<file path="config.mk">
export PLATFORM = sky130hd
export DESIGN_NAME = cyc_alarm_timer
export DESIGN_NICKNAME = d
export VERILOG_FILES = /design/src/rtl/timer_pkg.sv /design/src/rtl/tmr_counter.sv /design/src/rtl/tmr_compare.sv /design/src/rtl/tmr_pending.sv /design/src/rtl/cyc_alarm_timer.sv
export SDC_FILE = /design/constraint.sdc
export NUM_CORES = 1
export LEC_CHECK = 0
export CAP_MARGIN = 20
export CORE_MARGIN = 3
export CORE_UTILIZATION = 30
export DETAILED_ROUTE_END_ITERATION = 7
export DONT_BUFFER_PORTS = 1
export HOLD_SLACK_MARGIN = 0.1
export PLACE_DENSITY_LB_ADDON = 0.05
export REMOVE_ABC_BUFFERS = 1
export SKIP_LAST_GASP = 1
export SLEW_MARGIN = 40
export SYNTH_ARGS = -nofsm -noshare
export SYNTH_HDL_FRONTEND = slang
export SYNTH_HIERARCHICAL = 1
export SYNTH_SLANG_ARGS = --single-unit
</file>
<file path="constraint.sdc">
create_clock -name clk -period 3.86 [get_ports clk]
set_clock_uncertainty 0.15 [all_clocks]
set_input_delay 0.193 -clock clk [delete_from_list [all_inputs] [get_ports clk]]
set_output_delay 0.193 -clock clk [all_outputs]
set_load 0.01 [all_outputs]
</file>
<file path="src/rtl/timer_pkg.sv">
package timer_pkg;

    typedef struct packed {
        logic pend;
    } pend_state_t;

    function automatic logic next_pend(input logic cur, input logic hit, input logic ack);
        return hit | (cur & ~ack);
    endfunction

endpackage

</file>
<file path="src/rtl/tmr_counter.sv">
module tmr_counter #(
    parameter int CNT_W = 64
) (
    input  logic             clk,
    input  logic             rst_n,
    output logic [CNT_W-1:0] count
);
    localparam logic [CNT_W-1:0] ONE = CNT_W'(1);

    typedef struct packed {
        logic [CNT_W-1:0] count;
    } cnt_state_t;

    cnt_state_t st_d, st_q;

    always_comb begin
        st_d       = st_q;
        st_d.count = st_q.count + ONE;
    end

    always_ff @(posedge clk or negedge rst_n) begin
        if (!rst_n) st_q <= '0;
        else        st_q <= st_d;
    end

    assign count = st_q.count;

    AST_CNT_STEP: assert property (@(posedge clk) disable iff (!rst_n)
        1'b1 |=> count == $past(count) + ONE);

endmodule

</file>
<file path="src/rtl/tmr_compare.sv">
module tmr_compare #(
    parameter int CMP_W = 32
) (
    input  logic             clk,
    input  logic             rst_n,
    input  logic             wr_en,
    input  logic [CMP_W-1:0] wr_data,
    output logic [CMP_W-1:0] cmp_val
);
    typedef struct packed {
        logic [CMP_W-1:0] value;
    } cmp_state_t;

    cmp_state_t st_d, st_q;

    always_comb begin
        st_d = st_q;
        if (wr_en) st_d.value = wr_data;
    end

    always_ff @(posedge clk or negedge rst_n) begin
        if (!rst_n) st_q <= '{value: '1};
        else        st_q <= st_d;
    end

    assign cmp_val = st_q.value;

    AST_CMP_LOAD: assert property (@(posedge clk) disable iff (!rst_n)
        wr_en |=> cmp_val == $past(wr_data));
    AST_CMP_HOLD: assert property (@(posedge clk) disable iff (!rst_n)
        !wr_en |=> $stable(cmp_val));

endmodule

</file>
<file path="src/rtl/tmr_pending.sv">
module tmr_pending
    import timer_pkg::*;
(
    input  logic clk,
    input  logic rst_n,
    input  logic hit,
    input  logic ack,
    output logic pend
);
    pend_state_t st_d, st_q;

    always_comb begin
        st_d      = st_q;
        st_d.pend = next_pend(st_q.pend, hit, ack);
    end

    always_ff @(posedge clk or negedge rst_n) begin
        if (!rst_n) st_q <= '0;
        else        st_q <= st_d;
    end

    assign pend = st_q.pend;

    AST_PEND_SET: assert property (@(posedge clk) disable iff (!rst_n)
        hit |=> pend);
    AST_PEND_STICKY: assert property (@(posedge clk) disable iff (!rst_n)
        (pend && !ack) |=> pend);
    AST_PEND_CLEAR: assert property (@(posedge clk) disable iff (!rst_n)
        (pend && ack && !hit) |=> !pend);
    AST_ACK_LOSES: assert property (@(posedge clk) disable iff (!rst_n)
        (hit && ack) |=> pend);

endmodule

</file>
<file path="src/rtl/cyc_alarm_timer.sv">
module cyc_alarm_timer #(
    parameter int CNT_W = 64,
    parameter int CMP_W = 32
) (
    input  logic             clk,
    input  logic             rst_n,
    input  logic             wr_en,
    input  logic [CMP_W-1:0] wr_data,
    output logic [CNT_W-1:0] rd_data,
    input  logic             irq_mask,
    input  logic             irq_ack,
    output logic             irq_req
);
    logic [CNT_W-1:0] count;
    logic [CMP_W-1:0] cmp_val;
    logic [CMP_W-1:0] low_bits;
    logic             hit;
    logic             pend;

    tmr_counter #(.CNT_W(CNT_W)) u_cnt (
        .clk   (clk),
        .rst_n (rst_n),
        .count (count)
    );

    tmr_compare #(.CMP_W(CMP_W)) u_cmp (
        .clk     (clk),
        .rst_n   (rst_n),
        .wr_en   (wr_en),
        .wr_data (wr_data),
        .cmp_val (cmp_val)
    );

    assign low_bits = count[CMP_W-1:0];
    assign hit      = (low_bits == cmp_val);

    tmr_pending u_pend (
        .clk   (clk),
        .rst_n (rst_n),
        .hit   (hit),
        .ack   (irq_ack),
        .pend  (pend)
    );

    assign rd_data = count;
    assign irq_req = pend & ~irq_mask;

    AST_IRQ_MASKED: assert property (@(posedge clk) disable iff (!rst_n)
        irq_mask |-> !irq_req);
    AST_NO_SPURIOUS: assert property (@(posedge clk) disable iff (!rst_n)
        (!pend && !hit) |=> !pend);

endmodule

</file>
==> results of run 1 <==
==> layout make-up <==
class,instances,area (um^2)
Clock buffer,11,233
Multi-Input combinational cell,274,2170
Clock inverter,5,56.3
Sequential cell,97,2470
Inverter,9,33.8
Timing Repair Buffer,67,688
Tap cell,211,264
Fill cell,1507,9450
==> metal layers <==
metal	up-vias	GRT usage, %	wire length, um
met3	8	6.34	904
li1	1469	-	-
met4	0	4.03	180
met5	-	0	0
met2	83	23.4	5920
met1	1545	16.8	4870
==> flip-flops by register name (all words and copies together), names as in the netlist <==
name	cells
u_cmp/cmp_val	32
u_cnt/count	64
u_pend/pend	1
==> logic make-up (layout without fill, tap and decap cells) <==
family,count (synthesis),after routing,share of synthesized area (%)
xor gates and xnor gates,94,94,17.3
DFF,97,97,51.7
AOI/OAI and AO/OA,1,1,0.157
and+or+nand+nor,146,146,17.9
adders and majority gates,1,1,0.262
buffers and inverters,17,92,2.78
muxes,32,32,9.92
==> worst max path at each step <==
stage / start / endpoint / slack, ps / depth (start not counted)
3_3_place_gp: u_cnt/count[45] / u_cnt/count[62] / 1320 / 5
6_report: u_cnt/count[0] / u_cnt/count[50] / 1340 / 6
3_5_place_dp: u_cnt/count[31] / u_cnt/count[62] / 1320 / 5
5_1_grt: u_cnt/count[0] / u_cnt/count[50] / 1100 / 6
4_1_cts: u_cnt/count[31] / u_cnt/count[62] / 1310 / 5
2_1_floorplan: u_cnt/count[9] / u_cnt/count[48] / 1720 / 5
==> cell usage in the layout (no fill, tap or decap), drive strengths merged <==
master        n
or4           1
nand2        32
and3          3
nand3b        1
a21o          1
nor2         23
inv           9
bufinv        1
clkbuf       11
and4          4
nor4         15
nor3         21
xnor2        28
xor2         66
clkinv        3
dlygate4sd3  66
nor2b         1
mux2         32
dfstp        32
nand4        20
buf           1
nand4b        1
clkinvlp      1
dfrtp        65
nand3        23
or3           1
ha            1
==> through the flow <==
stage | cell area (um^2) | total power [uW] | std cells | utilization (%) | worst slack (ps)
6_report | 5920 | 2190 | 674 | 38.5 | 1340
2_1_floorplan | 4670 | 1190 | 380 | - | 1720
5_1_grt | 5920 | 2310 | 674 | 38.5 | 1100
4_1_cts | 5910 | 2240 | 674 | 38.5 | 1310
3_3_place_gp | 4930 | 1210 | 591 | 32.1 | 1320
3_5_place_dp | 4930 | 1210 | 591 | 32.1 | 1320
==> worst max-delay path, delay by kind of cell (launching register included) <==
kind	cells	cell delay (ps)
AND/OR/NAND/NOR	4	1410
flip-flops	1	480
XOR/XNOR	1	170
adder cells (fa/ha/maj)	1	230
==> power by group through the flow <==
stage / Combinational, uW / Sequential (uW) / Clock, uW
5_1_grt: 208 / 1110 / 992
2_1_floorplan: 78.8 / 1110 / 0
6_report: 190 / 1100 / 898
3_5_place_dp: 89.5 / 1120 / 0
3_3_place_gp: 89.8 / 1120 / 0
4_1_cts: 192 / 1100 / 944
==> flow_summary.ini, run 1 <==
[worst_setup_path]
r2r_start = u_cnt/count[0]
worst_path_largest_cell_delay_ps = 520
r2r_slack_ps = 1340
rr_worst_depth = 6
cp-end-kind = flop
slowest_stage = nor3_2
path_class = flop to flop
cp_cell_sequence = ha_1 > nand3_1 > nor3_2 > nand3_4 > nor4_1 > xor2_1
crit_fanout = 15
cp-start-kind = flop
rr_endpoint = u_cnt/count[50]
cp_data_required_time_ps = 3980
worstPathArrival_ps = 2640

[die]
rows = 45
start_util_pct = 31.0
fp.dieArea_mm2 = 0.0174
core_mm2 = 0.0154
dieHeight_um = 132
io_pins = 102
die_x_um = 132

[yosys]
synth_seq_cells = 97
synth_cells = 388
synthMostInstantiatedCell = xor2_1
netlist_area_mm2 = 0.00477
synth_cell_types = 32
synth_area_leaders = dfrtp_1, dfstp_2, xor2_1
ys_warn_count = 6
synth_top_area_share_pct = 34.1
async_flop_share_pct = 100
avgSynthCellArea_um2 = 12.3
synth_edf_count = 0
ys.flop_type = dfrtp_1
yosys.area.top_type = dfrtp_1
ys_seq_area_share_pct = 51.7
synth_common_cells = xor2_1, dfrtp_1, dfstp_2, nand2_1, mux2_4

[final_layout]
areaGrowthSynthToFinish_pct = 24.1
drive_above_1_share_pct = 21.0
nets = 496
n_antenna_cell = 0

[placement]
gp_congestion = 0.773
dp_hpwl_mm = 8.06
io_buffers = 0

[clocking]
cts_setup_buffers = 0
clock_latency_ps = 350
htree_levels = 3
cts_buffers = 9
cts_buffer_depth = 2
cts_hold_repair.buffers = 67
cts_sinks = 97
cts_tree = done
cts_resized = 0
root_buffer = clkbuf_16
clk_pin_slew_worst_paths_ps = 70

[global_route]
grt_use_total_pct = 14.2
antenna_found_initial = 0
grt_first_pass_wirelength_mm = 19.3
grt_pass1_vias = 3335
grt_max_degree = 98
grt_overflow = 0

[timing]
grt_setup_unrepaired = no
fmax_mhz = 398
slew_headroom_pct = 49.6
hold_viol_final = 0
finalSetupTns_ps = 0
finalMaxSlewViolations = 0
finalSetupViolations = 0
hold_ws_ps = 274
fin_crit_sh_pct = 65.2
tightestPinTransition_ps = 750
fin_crit_ps = 2520

[pwr]
pwr_density_cell_mw_per_mm2 = 370
pwr-share-clk_pct = 41.0
ir_drop_uv = 186
p_switching_uw = 479
p_int_uw = 1710
swShare_pct = 21.9
p_leak_uw = 0.00263
pwr-share-comb_pct = 8.7
p_seq_share_pct = 50.3

[routing]
drc = 0
via_per_inst = 4.61
drtPass1Iterations = 4
postRouteAntennaNets = 0
num_vias = 3105
wl_mm = 11.9
routedWlPerCell_um = 17.6
initialDrtViolationCount = 97

[run]
cap_viol_max_count = 0

[outcome]
outcome = complete, no violations

[hold_path]
hold_path_class = input pin to async pin
Power figures use the tool's default switching activity.
==> run 2: changes to the inputs <==
clock period = 2.2 ns   (was 3.86 ns; I/O delays follow)
==> run 2 against run 1 <==
Effect of this change: the flow now finishes with violations (hold timing); largest power group unchanged; via count is 5.9% higher; sequential power is 75% higher; critical path type unchanged; worst setup slack worse by 1200 ps.
==> flow_summary.ini, run 2 (synthesis gave the netlist of run 1 again) <==
[worst_setup_path]
cp_data_required_time_ps = 2320
cp-start-kind = flop
cp-end-kind = flop
crit_fanout = 8
path_class = flop to flop
worstPathArrival_ps = 2180

[timing]
grt_setup_unrepaired = no
hold_viol_final = 97
finalSetupTns_ps = 0
setup_ws_ps = 132
fin_crit_sh_pct = 94.0
finalSetupViolations = 0
slew_headroom_pct = 63.1
tightestPinTransition_ps = 550
fmax_mhz = 484
hold_ws_ps = -700
fin_crit_ps = 2070
finalMaxSlewViolations = 0

[global_route]
grt_max_degree = 98
antenna_found_initial = 0
grt_pass1_vias = 3599
grt_use_total_pct = 14.9
grt_overflow = 0
grt_first_pass_wirelength_mm = 20.3

[die]
io_pins = 102
dieHeight_um = 132
start_util_pct = 31.0
rows = 45
die_x_um = 132
fp.dieArea_mm2 = 0.0174
core_mm2 = 0.0154

[clocking]
clock_latency_ps = 350
cts_tree = done
cts_hold_repair.buffers = 65
cts_sinks = 97
htree_levels = 3
cts_buffers = 9
clk_pin_slew_worst_paths_ps = 70
cts_buffer_depth = 2
root_buffer = clkbuf_16

[final_layout]
layout_commonest_cell = xor2_1
fillCellCount = 1521
areaGrowthSynthToFinish_pct = 32.3
largest_reg_flops = 64
n_antenna_cell = 0
drive_above_1_share_pct = 28.7
nets = 546
finalNonFillerCells = 724
final_cell_mix = xor2_1, dlygate4sd3_1, dfrtp_1, buf_4

[outcome]
violations = hold timing
outcome = finished, violations left

[placement]
io_buffers = 0
dp_cells = 641
post-place-ws_ps = 5.80
gp_congestion = 0.802
dp_hpwl_mm = 8.81

[routing]
via_per_inst = 4.54
initialDrtViolationCount = 94
num_vias = 3288
wl_mm = 12.5
routedWlPerCell_um = 17.3
postRouteAntennaNets = 0
drc = 0
drtPass1Iterations = 4

[pwr]
p_leak_uw = 0.00292
pwr_density_cell_mw_per_mm2 = 616
ir_drop_uv = 413
power_uw = 3890

[run]
cap_viol_max_count = 0

[hold_path]
hold_path_class = input pin to async pin
==> run 2: cell types whose count changed in the layout (fill, tap and decap cells not counted) <==
cell,before,now
buf_12,0,1
nor4_4,1,2
clkinv_4,1,0
clkbuf_1,2,3
clkinvlp_4,1,0
clkbuf_16,9,10
clkinv_2,2,1
buf_4,0,51
dlygate4sd3_1,66,65
nor4_2,4,3
clkbuf_8,0,1
buf_16,1,0
==> run 2: layer usage <==
layer / up-vias / global-route usage (%) / share of wire, % / wire (um)
met1: 1619 / 17.9 / 42 / 5210
met4: 0 / 4.14 / 1.5 / 184
met2: 79 / 24.8 / 50 / 6210
met3: 9 / 5.92 / 7.5 / 937
li1: 1581 / - / - / -
met5: - / 0 / 0 / 0
==> run 2: power by group <==
part	switching (uW)	internal, uW
sequential	42.9	1890
clock	680	982
combinational	68.1	226
==> run 2: path summary, 6_finish.rpt <==
check                          startpoint               end  slack, ps  cells past startpoint
max                        u_cnt/count[0]   u_cnt/count[52]        130                      7
min                                 rst_n   u_cnt/count[28]       -700                      0
max reg2reg                u_cnt/count[0]   u_cnt/count[52]        130                      7
min reg2reg                   u_pend/pend       u_pend/pend        330                      1
max in group asynchronous           rst_n  u_cmp/cmp_val[2]       2360                      0
min in group clk                 irq_mask           irq_req        120                      1
==> run 2: cell type report <==
cell class | count | area, um^2 | share of cell area (%)
Tap cell | 211 | 264 | 4.18
Timing Repair Buffer | 117 | 1050 | 16.7
Inverter | 9 | 33.8 | 0.535
Multi-Input combinational cell | 274 | 2180 | 34.6
Sequential cell | 97 | 2470 | 39.1
Clock buffer | 14 | 275 | 4.36
Clock inverter | 2 | 35.0 | 0.555
==> run 2: critical path, cell delays in order, from the launching register on <==
cell and delay [ps]:
dfrtp_1 410, ha_1 210, nand3_1 160, nor3_2 340, nand3_4 190, buf_4 230
nor3_2 130, xor2_1 180
==> run 2: timing repair <==
action	CTS	global route
endpoints found under the setup margin	1	14
resized for setup	1	1
setup buffers	0	2
pin swaps	0	2
endpoints found under the hold margin	130	97
==> run 2: metrics by stage <==
step                hold WS, ps  util [%]  area [um^2]
CTS                        -722      40.9         6280
finish                     -700      41.1         6310
floorplan                  -336         -         4670
detailed placement         -330      34.5         5310
global placement           -330      34.5         5310
global route               -728      41.1         6310
